**src/rtl/dma_eng_pkg.sv**
```systemverilog
package dma_eng_pkg;

    // What a channel does with its state on a clock edge
    typedef enum logic [1:0] {
        STEP_NONE   = 2'd0,
        STEP_ADV    = 2'd1,
        STEP_RELOAD = 2'd2,
        STEP_HALT   = 2'd3
    } step_kind_e;

    localparam int DEF_NCH = 4;
    localparam int DEF_AW  = 16;
    localparam int DEF_PW  = 8;

endpackage

```
**src/rtl/dma_eng_addr_map.sv**
```systemverilog
module dma_eng_addr_map #(
    parameter int AW = 16,
    parameter int PW = 8,
    localparam int PAW = PW + AW
) (
    input  logic [PW-1:0]  page,
    input  logic [AW-1:0]  cur_addr,
    input  logic           word_mode,
    output logic [PAW-1:0] phys
);

    logic [PAW-1:0] byte_phys;
    logic [PAW-1:0] word_phys;

    always_comb begin
        byte_phys = {page, cur_addr};
        word_phys = {page[PW-1:1], cur_addr, 1'b0};
        phys      = word_mode ? word_phys : byte_phys;
    end

endmodule

```
**src/rtl/dma_eng_chan.sv**
```systemverilog
module dma_eng_chan
    import dma_eng_pkg::*;
#(
    parameter int AW = 16,
    parameter int PW = 8
) (
    input  logic          clk,
    input  logic          rst_n,
    input  logic          ld_hit,
    input  logic [AW-1:0] ld_base_addr,
    input  logic [AW-1:0] ld_base_cnt,
    input  logic [PW-1:0] ld_page,
    input  logic          ld_word,
    input  logic          ld_auto,
    input  logic          unmask_hit,
    input  logic          ack_hit,
    output logic          take,
    output logic          tc_now,
    output logic [AW-1:0] cur_addr,
    output logic [AW-1:0] cur_cnt,
    output logic [PW-1:0] page,
    output logic          word_mode,
    output logic          auto_mode,
    output logic          masked
);

    typedef struct packed {
        logic [AW-1:0] base_addr;
        logic [AW-1:0] base_cnt;
        logic [AW-1:0] addr;
        logic [AW-1:0] cnt;
        logic [PW-1:0] page;
        logic          word;
        logic          auto;
        logic          masked;
    } chan_state_t;

    chan_state_t st_d, st_q;
    step_kind_e  kind;

    // Decide the kind of step for this edge
    always_comb begin
        take   = ack_hit && !st_q.masked && !ld_hit;
        tc_now = take && (st_q.cnt == '0);
        if (!take)
            kind = STEP_NONE;
        else if (!tc_now)
            kind = STEP_ADV;
        else if (st_q.auto)
            kind = STEP_RELOAD;
        else
            kind = STEP_HALT;
    end

    // Next state
    always_comb begin
        st_d = st_q;
        if (ld_hit) begin
            st_d.base_addr = ld_base_addr;
            st_d.base_cnt  = ld_base_cnt;
            st_d.addr      = ld_base_addr;
            st_d.cnt       = ld_base_cnt;
            st_d.page      = ld_page;
            st_d.word      = ld_word;
            st_d.auto      = ld_auto;
        end else begin
            case (kind)
                STEP_ADV: begin
                    st_d.addr = st_q.addr + AW'(1);
                    st_d.cnt  = st_q.cnt - AW'(1);
                end
                STEP_RELOAD: begin
                    st_d.addr = st_q.base_addr;
                    st_d.cnt  = st_q.base_cnt;
                end
                STEP_HALT: begin
                    st_d.addr = st_q.addr + AW'(1);
                    st_d.cnt  = st_q.cnt - AW'(1);
                end
                default: ;
            endcase
        end
        if (unmask_hit)
            st_d.masked = 1'b0;
        if (kind == STEP_HALT)
            st_d.masked = 1'b1;
    end

    always_ff @(posedge clk or negedge rst_n) begin
        if (!rst_n) begin
            st_q        <= '0;
            st_q.masked <= 1'b1;
        end else begin
            st_q <= st_d;
        end
    end

    always_comb begin
        cur_addr  = st_q.addr;
        cur_cnt   = st_q.cnt;
        page      = st_q.page;
        word_mode = st_q.word;
        auto_mode = st_q.auto;
        masked    = st_q.masked;
    end

endmodule

```
**src/rtl/dma_eng.sv**
```systemverilog
module dma_eng
    import dma_eng_pkg::*;
#(
    parameter int NCH = DEF_NCH,
    parameter int AW  = DEF_AW,
    parameter int PW  = DEF_PW,
    localparam int CHW = (NCH > 1) ? $clog2(NCH) : 1,
    localparam int PAW = PW + AW
) (
    input  logic           clk,
    input  logic           rst_n,
    input  logic           ld_valid,
    input  logic [CHW-1:0] ld_ch,
    input  logic [AW-1:0]  ld_base_addr,
    input  logic [AW-1:0]  ld_base_cnt,
    input  logic [PW-1:0]  ld_page,
    input  logic           ld_word,
    input  logic           ld_auto,
    input  logic           unmask_valid,
    input  logic [CHW-1:0] unmask_ch,
    input  logic           ack_valid,
    input  logic [CHW-1:0] ack_ch,
    output logic           addr_valid_o,
    output logic [PAW-1:0] addr_o,
    output logic           tc_o,
    input  logic [CHW-1:0] rd_ch,
    output logic [AW-1:0]  rd_addr_o,
    output logic [AW-1:0]  rd_cnt_o,
    output logic           rd_masked_o
);

    typedef struct packed {
        logic           valid;
        logic [PAW-1:0] addr;
        logic           tc;
    } out_t;

    logic [NCH-1:0]          take_vec;
    logic [NCH-1:0]          tc_vec;
    logic [NCH-1:0]          mask_vec;
    logic [NCH-1:0]          word_vec;
    logic [NCH-1:0]          auto_vec;
    logic [NCH-1:0][AW-1:0]  addr_arr;
    logic [NCH-1:0][AW-1:0]  cnt_arr;
    logic [NCH-1:0][PW-1:0]  page_arr;
    logic [NCH-1:0][PAW-1:0] phys_arr;

    out_t out_d, out_q;

    for (genvar gi = 0; gi < NCH; gi++) begin : g_chan
        logic ld_hit_g;
        logic unmask_hit_g;
        logic ack_hit_g;

        always_comb begin
            ld_hit_g     = ld_valid && (ld_ch == CHW'(gi));
            unmask_hit_g = unmask_valid && (unmask_ch == CHW'(gi));
            ack_hit_g    = ack_valid && (ack_ch == CHW'(gi));
        end

        dma_eng_chan #(
            .AW (AW),
            .PW (PW)
        ) u_chan (
            .clk          (clk),
            .rst_n        (rst_n),
            .ld_hit       (ld_hit_g),
            .ld_base_addr (ld_base_addr),
            .ld_base_cnt  (ld_base_cnt),
            .ld_page      (ld_page),
            .ld_word      (ld_word),
            .ld_auto      (ld_auto),
            .unmask_hit   (unmask_hit_g),
            .ack_hit      (ack_hit_g),
            .take         (take_vec[gi]),
            .tc_now       (tc_vec[gi]),
            .cur_addr     (addr_arr[gi]),
            .cur_cnt      (cnt_arr[gi]),
            .page         (page_arr[gi]),
            .word_mode    (word_vec[gi]),
            .auto_mode    (auto_vec[gi]),
            .masked       (mask_vec[gi])
        );

        dma_eng_addr_map #(
            .AW (AW),
            .PW (PW)
        ) u_map (
            .page      (page_arr[gi]),
            .cur_addr  (addr_arr[gi]),
            .word_mode (word_vec[gi]),
            .phys      (phys_arr[gi])
        );
    end

    // Output stage: select the acknowledged channel
    always_comb begin
        out_d = '0;
        for (int i = 0; i < NCH; i++) begin
            if (take_vec[i]) begin
                out_d.valid = 1'b1;
                out_d.addr  = phys_arr[i];
                out_d.tc    = tc_vec[i];
            end
        end
    end

    always_ff @(posedge clk or negedge rst_n) begin
        if (!rst_n)
            out_q <= '0;
        else
            out_q <= out_d;
    end

    always_comb begin
        addr_valid_o = out_q.valid;
        addr_o       = out_q.addr;
        tc_o         = out_q.tc;
    end

    // Read port
    always_comb begin
        rd_addr_o   = '0;
        rd_cnt_o    = '0;
        rd_masked_o = 1'b1;
        for (int i = 0; i < NCH; i++) begin
            if (rd_ch == CHW'(i)) begin
                rd_addr_o   = addr_arr[i];
                rd_cnt_o    = cnt_arr[i];
                rd_masked_o = mask_vec[i];
            end
        end
    end

endmodule

```
**config.mk**
```make
export PLATFORM = sky130hd
export DESIGN_NAME = dma_eng
export DESIGN_NICKNAME = d
export VERILOG_FILES = /design/src/rtl/dma_eng_pkg.sv /design/src/rtl/dma_eng_addr_map.sv /design/src/rtl/dma_eng_chan.sv /design/src/rtl/dma_eng.sv
export SDC_FILE = /design/constraint.sdc
export NUM_CORES = 1
export LEC_CHECK = 0
export CAP_MARGIN = 20
export CORE_MARGIN = 10
export CORE_UTILIZATION = 55
export DETAILED_ROUTE_END_ITERATION = 8
export DONT_BUFFER_PORTS = 1
export HOLD_SLACK_MARGIN = 0.12
export PLACE_DENSITY_LB_ADDON = 0.08
export SKIP_LAST_GASP = 1
export SYNTH_ARGS = -nofsm -noshare
export SYNTH_HDL_FRONTEND = slang
export SYNTH_SLANG_ARGS = --single-unit
```
**constraint.sdc**
```tcl
create_clock -name clk -period 2.55 [get_ports clk]
set_clock_uncertainty 0.15 [all_clocks]
set_input_delay 0.3825 -clock clk [delete_from_list [all_inputs] [get_ports clk]]
set_output_delay 0.3825 -clock clk [all_outputs]
set_load 0.005 [all_outputs]
```
==> flow_summary.ini, run 1 <==
[clock_tree]
root_buffer = clkbuf_16
htree_levels = 2
ctsHoldBuffers = 53
clk_pin_slew_ns = 0.06
cts_tree = done
clock_latency_ns = 0.54
clk_path_buf_depth = 3
cts.sinks = 326
cts_buffers = 38

[global_routing]
antenna_found_initial = 2
grt_pass1_wl_um = 97500
grt_pass1_vias = 15640
grt-ovfl-total = 0
grt_start_max_net_pins = 327
track_usage_pct = 32.13

[routing]
drt_pass1_iterations = 6
route.met3.wl_um = 7235
routed_wl_um = 63820
post_drt_wl_per_cell_um = 26.17
via_count = 15940
drt_iter0_markers = 1628
wl_met1_um = 24610
drc = 0
dr.max_layer_used = met5
wl_met2_um = 28590
vias_per_cell = 6.536
antenna_left = 0

[worst_setup_path]
rrSetupSlack_ns = 0.09
required_ns = 2.88
crit_type = register to register
worstPathArrival_ns = 2.78
r2r_end = g_chan[0].u_chan.cur_addr[6]$_DFFE_PN0P_
path_max_fanout = 6
rr_worst_depth = 6
timing.rr.start = g_chan[0].u_chan.cur_cnt[6]$_DFFE_PN0P_
start_kind = register
critPathCaptureType = register

[synthesis]
synthArstFlopShare_pct = 100.0
yosysUniqueCellTypes = 78
ys.flop_type = dfrtp_1
syn_area_um2 = 17770
synth-edff-count = 0
synth_top_area_share_pct = 45.35
synth.net_count = 2003
synth_area_leaders = dfrtp_1 (45%), nand2_1 (13%), mux2i_1 (5.6%)
synthCells = 1936
ys_ff_latch = 326
yosysTopAreaCell = dfrtp_1
ys_warn_count = 0
syn-mean-instance-area_um2 = 9.178
yosysSeqAreaShare_pct = 45.94

[sta]
fin_crit_ns = 2.457
whs_ns = -0.6091
rsz0062_at_grt = true
setup_ws_ns = 0.09327
fin_tns_setup_ns = 0
drv_slew = 0
fin_crit_sh_pct = 96.34
slew_headroom_pct = 24.46
setup_viol = 0
finalHoldViolations = 326
worst_pin_slew_ns = 1.133
fmax_mhz = 407.0

[power_and_ir_drop]
power_frac_comb_pct = 22.5
internal_power_mw = 11.27
power.leakage_nw = 9.462
seqPwrFrac_pct = 43.0
p_sw_mw = 5.332
clock_power_share_pct = 34.5
switching_share_pct = 32.12
powerDensity_nw_per_um2 = 804.5
fin_total_pwr_mw = 16.60
vdd_drop_max_uv = 588.0

[job]
max-cap-violations = 0

[final_layout]
n_fill_cell = 2639
syn_to_final_growth_pct = 16.11
fin_util_pct = 65.05
final_net_count = 2076
drive_gt1_share_pct = 13.46

[status]
violations = hold timing
status = complete, but fails checks

[floorplanning]
die_h_um = 199.7
die_w_um = 199.7
core-area_um2 = 31720
start_util_pct = 56.02
dieArea_um2 = 39900
rows = 65
ios = 114

[placed_design]
place_ws_ns = 0.04833
gp_congestion = 0.9996
portBuffers = 0
dp_hpwl_um = 44310

[worst_hold_path]
hp-class = input port to async pin
[sequential cells by signal (all words and copies together), names as in the netlist]
signal	flops
g_chan.u_chan.masked	4
g_chan.u_chan.cur_cnt	64
g_chan.u_chan.page	32
addr_valid_o	1
g_chan.u_chan.st_q	128
tc_o	1
g_chan.u_chan.cur_addr	64
addr_o	24
g_chan.u_chan.auto_mode	4
g_chan.u_chan.word_mode	4
[cells in the mapped netlist, types with 5 or more instances]
cell and number:
a22o_1 13, mux2i_1 99, a22oi_1 19, or4_1 9, o211ai_1 38, o221ai_1 23
nand4_1 27, inv_1 23, nor2_1 62, o31ai_1 5, o21ai_1 16, a31oi_1 13
and3_1 11, ha_1 12, o21ai_0 61, o221ai_2 6, buf_6 5, nand3_1 54
or2_2 6, o22a_1 16, a21boi_0 5, mux4_2 33, a21oi_1 28, a222oi_1 17
clkbuf_1 99, buf_1 19, xnor2_1 54, buf_2 12, a2bb2oi_1 9, nor3_1 38
xor2_1 38, nor4_1 9, dfrtp_1 322, and4_1 5, or3_1 8, nand2_1 633
[metal layers]
metal,GRT usage [%],vias to the layer above
li1,-,6950
met1,40.87,7920
met5,0,-
met3,9.628,179
met4,16.01,4
met2,49.15,889
[logic make-up after synthesis]
| logic type | count (synthesis) | synth area share [%] |
|---|---|---|
| muxes | 133 | 9.823 |
| buffers and inverters | 162 | 3.788 |
| and+or+nand+nor | 908 | 22.59 |
| DFF | 326 | 45.94 |
| xor gates and xnor gates | 92 | 4.535 |
| adders and majority gates | 12 | 0.8449 |
| AOI/OAI and AO/OA | 303 | 12.48 |
[cell type report]
cell class                      count  area, µm²  area share [%]
Inverter                           23      86.33          0.4184
Clock buffer                       54       1135           5.500
Multi-Input combinational cell   1448       8990           43.57
Tap cell                          402      503.0           2.438
Sequential cell                   326       8163           39.56
Clock inverter                     13      177.7          0.8611
Antenna cell                        1      2.502         0.01213
Timing Repair Buffer              172       1575           7.635
[per-stage QoR]
step | std cells | cell area [µm²]
detailed placement | 2316 | 18740
floorplan | 1936 | 17770
CTS | 2436 | 20580
finish | 2439 | 20630
global route | 2438 | 20630
global placement | 2316 | 18740
[placed cells by master (no fill, tap or decap), drive strengths merged, types with 12 or more instances in the layout]
cell and n:
a21oi 28, a222oi 17, a22o 13, a22oi 21, a31oi 13, buf 119
clkbuf 54, dfrtp 322, dlygate4sd3 53, ha 12, inv 23, mux2i 99
mux4 33, nand2 635, nand3 54, nand4 27, nor2 63, nor3 40
nor4 16, o211ai 38, o21ai 77, o221ai 29, o22a 16, xnor2 54
xor2 38
[power by group through the flow]
stage / Sequential (mW) / Clock, mW / Combinational (mW)
CTS: 7.09 / 5.77 / 3.68
detailed placement: 7.17 / 0 / 3.51
finish: 7.13 / 5.73 / 3.74
global placement: 7.13 / 0 / 3.41
global route: 7.23 / 5.98 / 4.08
floorplan: 6.78 / 0 / 2.52
[critical path, stage by stage (launching register included)]
cell      delay (ns)
dfrtp_1         0.45
or4_1           0.65
or2_2           0.37
nor4_2          0.35
buf_4           0.22
o221ai_1        0.11
nand3_1         0.10
[how the worst max path moves through the flow]
| stage | start | to | slack [ns] | cells past startpoint |
|---|---|---|---|---|
| 3_5_place_dp | g_chan[1].u_chan.cur_cnt[0]$_DFFE_PN0P_ | g_chan[1].u_chan.cur_addr[10]$_DFFE_PN0P_ | 0.05 | 6 |
| 3_3_place_gp | g_chan[1].u_chan.cur_cnt[0]$_DFFE_PN0P_ | g_chan[1].u_chan.cur_addr[11]$_DFFE_PN0P_ | 0.10 | 6 |
| 5_1_grt | g_chan[0].u_chan.cur_cnt[6]$_DFFE_PN0P_ | g_chan[0].u_chan.cur_addr[10]$_DFFE_PN0P_ | -0.03 | 7 |
| 2_1_floorplan | g_chan[1].u_chan.cur_cnt[0]$_DFFE_PN0P_ | g_chan[1].u_chan.cur_cnt[1]$_DFFE_PN0P_ | 0.24 | 8 |
| 4_1_cts | ack_ch[1] | g_chan[1].u_chan.cur_addr[2]$_DFFE_PN0P_ | 0.001 | 6 |
| 6_report | g_chan[0].u_chan.cur_cnt[6]$_DFFE_PN0P_ | g_chan[0].u_chan.cur_addr[6]$_DFFE_PN0P_ | 0.09 | 6 |
[repair_timing]
item,CTS,global route
buffers inserted,0,1
resized for setup,0,8
endpoints found under the hold margin,626,326
endpoints found under the setup margin,0,32
(Power assumes the default switching activity.)
==> inputs of run 2 (changes only) <==
- HOLD_SLACK_MARGIN: 0.12 -> 0.03
==> run 2 against run 1 <==
The run still ends with hold timing left. Critical path depth is the same. Non-clock buffer count decreased by 7. Via count shrank 0.38%. Clock power is essentially flat. Final cell count decreased by 0.29%. Global-route usage down 0.13 points. Critical endpoint is now g_chan[0].u_chan.cur_addr[1]$_DFFE_PN0P_. Largest power group unchanged.
==> flow_summary.ini, run 2 (synthesis results as in run 1) <==
[routing]
antenna_left = 0
drc = 0
routed_wl_um = 63390
post_drt_wl_per_cell_um = 26.06
via_count = 15880
drt_pass1_iterations = 6
vias_per_cell = 6.530
drt_iter0_markers = 1747

[worst_setup_path]
path_max_fanout = 6
critPathCaptureType = register
worstPathCellList = or4_1 > nor3_2 > and4_1 > buf_4 > mux2i_1 > o211ai_1
start_kind = register
required_ns = 2.81
slowest_delay_ns = 0.64
crit_slowest_cell = or4_1
worstPathArrival_ns = 2.72
crit_type = register to register

[sta]
worst_pin_slew_ns = 1.197
fmax_mhz = 406.1
setup_viol = 0
fin_crit_ns = 2.462
whs_ns = -0.6135
fin_crit_sh_pct = 96.56
drv_slew = 0
slew_headroom_pct = 20.20
finalHoldViolations = 326
rsz0062_at_grt = true

[global_routing]
track_usage_pct = 32.00
grt_start_max_net_pins = 327
grt-ovfl-total = 0
antenna_found_initial = 2
grt_pass1_wl_um = 97190
grt_pass1_vias = 15630

[final_layout]
regMostFlops = g_chan.u_chan.st_q
multi_input_area_um2 = 8990
fin_util_pct = 64.83
final_common_cell = nand2_1
syn_to_final_growth_pct = 15.72
seq_area_um2 = 8163
finalNonFillerCells = 2432
drive_gt1_share_pct = 13.55
largest_reg_flops = 128
n_fill_cell = 2648
final_net_count = 2069
layout_common_cells = nand2_1 (632), dfrtp_1 (322), buf_4 (105), mux2i_1 (99), o21ai_0 (61)

[floorplanning]
core-area_um2 = 31720
rows = 65
start_util_pct = 56.02
die_w_um = 199.7
ios = 114
dieArea_um2 = 39900
die_h_um = 199.7

[clock_tree]
clk_path_buf_depth = 3
clock_latency_ns = 0.54
ctsHoldBuffers = 46
cts_buffers = 38
clk_pin_slew_ns = 0.06
root_buffer = clkbuf_16
cts_tree = done
cts.sinks = 326
htree_levels = 2

[job]
max-cap-violations = 0

[status]
violations = hold timing
status = complete, but fails checks

[placed_design]
gp_congestion = 0.9996
dp_hpwl_um = 44310
portBuffers = 0
dp_cells = 2316

[power_and_ir_drop]
vdd_drop_max_uv = 586.4
power.leakage_nw = 9.432
powerDensity_nw_per_um2 = 806.1

[worst_hold_path]
hp-class = input port to async pin
[run 2: final timing paths]
kind                                                          from                                        to  slack, ns  cells past startpoint
setup / recovery           g_chan[0].u_chan.cur_cnt[6]$_DFFE_PN0P_  g_chan[0].u_chan.cur_addr[1]$_DFFE_PN0P_       0.09                      6
hold / removal                                               rst_n     g_chan[2].u_chan.st_q[70]$_DFFE_PN0P_      -0.61                      0
setup reg to reg           g_chan[0].u_chan.cur_cnt[6]$_DFFE_PN0P_  g_chan[0].u_chan.cur_addr[1]$_DFFE_PN0P_       0.09                      6
hold reg to reg             g_chan[3].u_chan.auto_mode$_DFFE_PN0P_       g_chan[3].u_chan.masked$_DFFE_PN1P_       0.30                      1
max in group asynchronous                                    rst_n     g_chan[1].u_chan.st_q[57]$_DFFE_PN0P_       1.88                      0
min in group clk                                          ld_ch[1]     g_chan[0].u_chan.st_q[48]$_DFFE_PN0P_       0.05                      3
[run 2: timing repair]
action / in CTS / in global routing
resized for setup: 0 / 9
endpoints found under the hold margin: 626 / 326
setup endpoints to repair: 0 / 33
setup buffers: 0 / 1
[run 2: critical path, delay by kind of cell, from the launching register on]
kind                   cells  cell delay [ns]
AND/OR/NAND/NOR            3             1.24
flip-flops                 1             0.44
multiplexers               1             0.21
buffers and inverters      1             0.19
AO/OA/AOI/OAI              1             0.10
[run 2: metal layers]
layer	track usage, %	share of wire, %
met3	9.344	11
met1	40.64	39
met5	0	0.041
met2	49.29	45
met4	15.79	5.4
[run 2: through the flow]
stage / worst slack [ns] / hold WS, ns / area [µm²] / TNS [ns] / power, mW
floorplan: 0.2390 / -0.06309 / 17770 / 0 / 9.299
global placement: 0.1010 / -0.04943 / 18740 / 0 / 10.55
detailed placement: 0.04833 / -0.04916 / 18740 / 0 / 10.68
CTS: 0.03901 / -0.6159 / 20510 / 0 / 16.53
global route: -0.02840 / -0.6185 / 20560 / -0.07036 / 17.28
finish: 0.08772 / -0.6135 / 20560 / 0 / 16.58
[run 2: layout make-up]
cell class / count / share of cell area, %
clock inverter: 13 / 0.8641
tap: 402 / 2.446
sequential: 326 / 39.70
timing repair buffer: 165 / 7.320
multi-input combinational: 1448 / 43.72
antenna: 1 / 0.01217
inverter: 23 / 0.4199
clock buffer: 54 / 5.519
[run 2: power by group]
part | internal, mW | switching (mW) | leakage, nW
Sequential | 6.08 | 1.06 | 4.05
Combinational | 1.68 | 2.03 | 4.74
Clock | 3.50 | 2.22 | 0.641
Total | 11.3 | 5.31 | 9.43
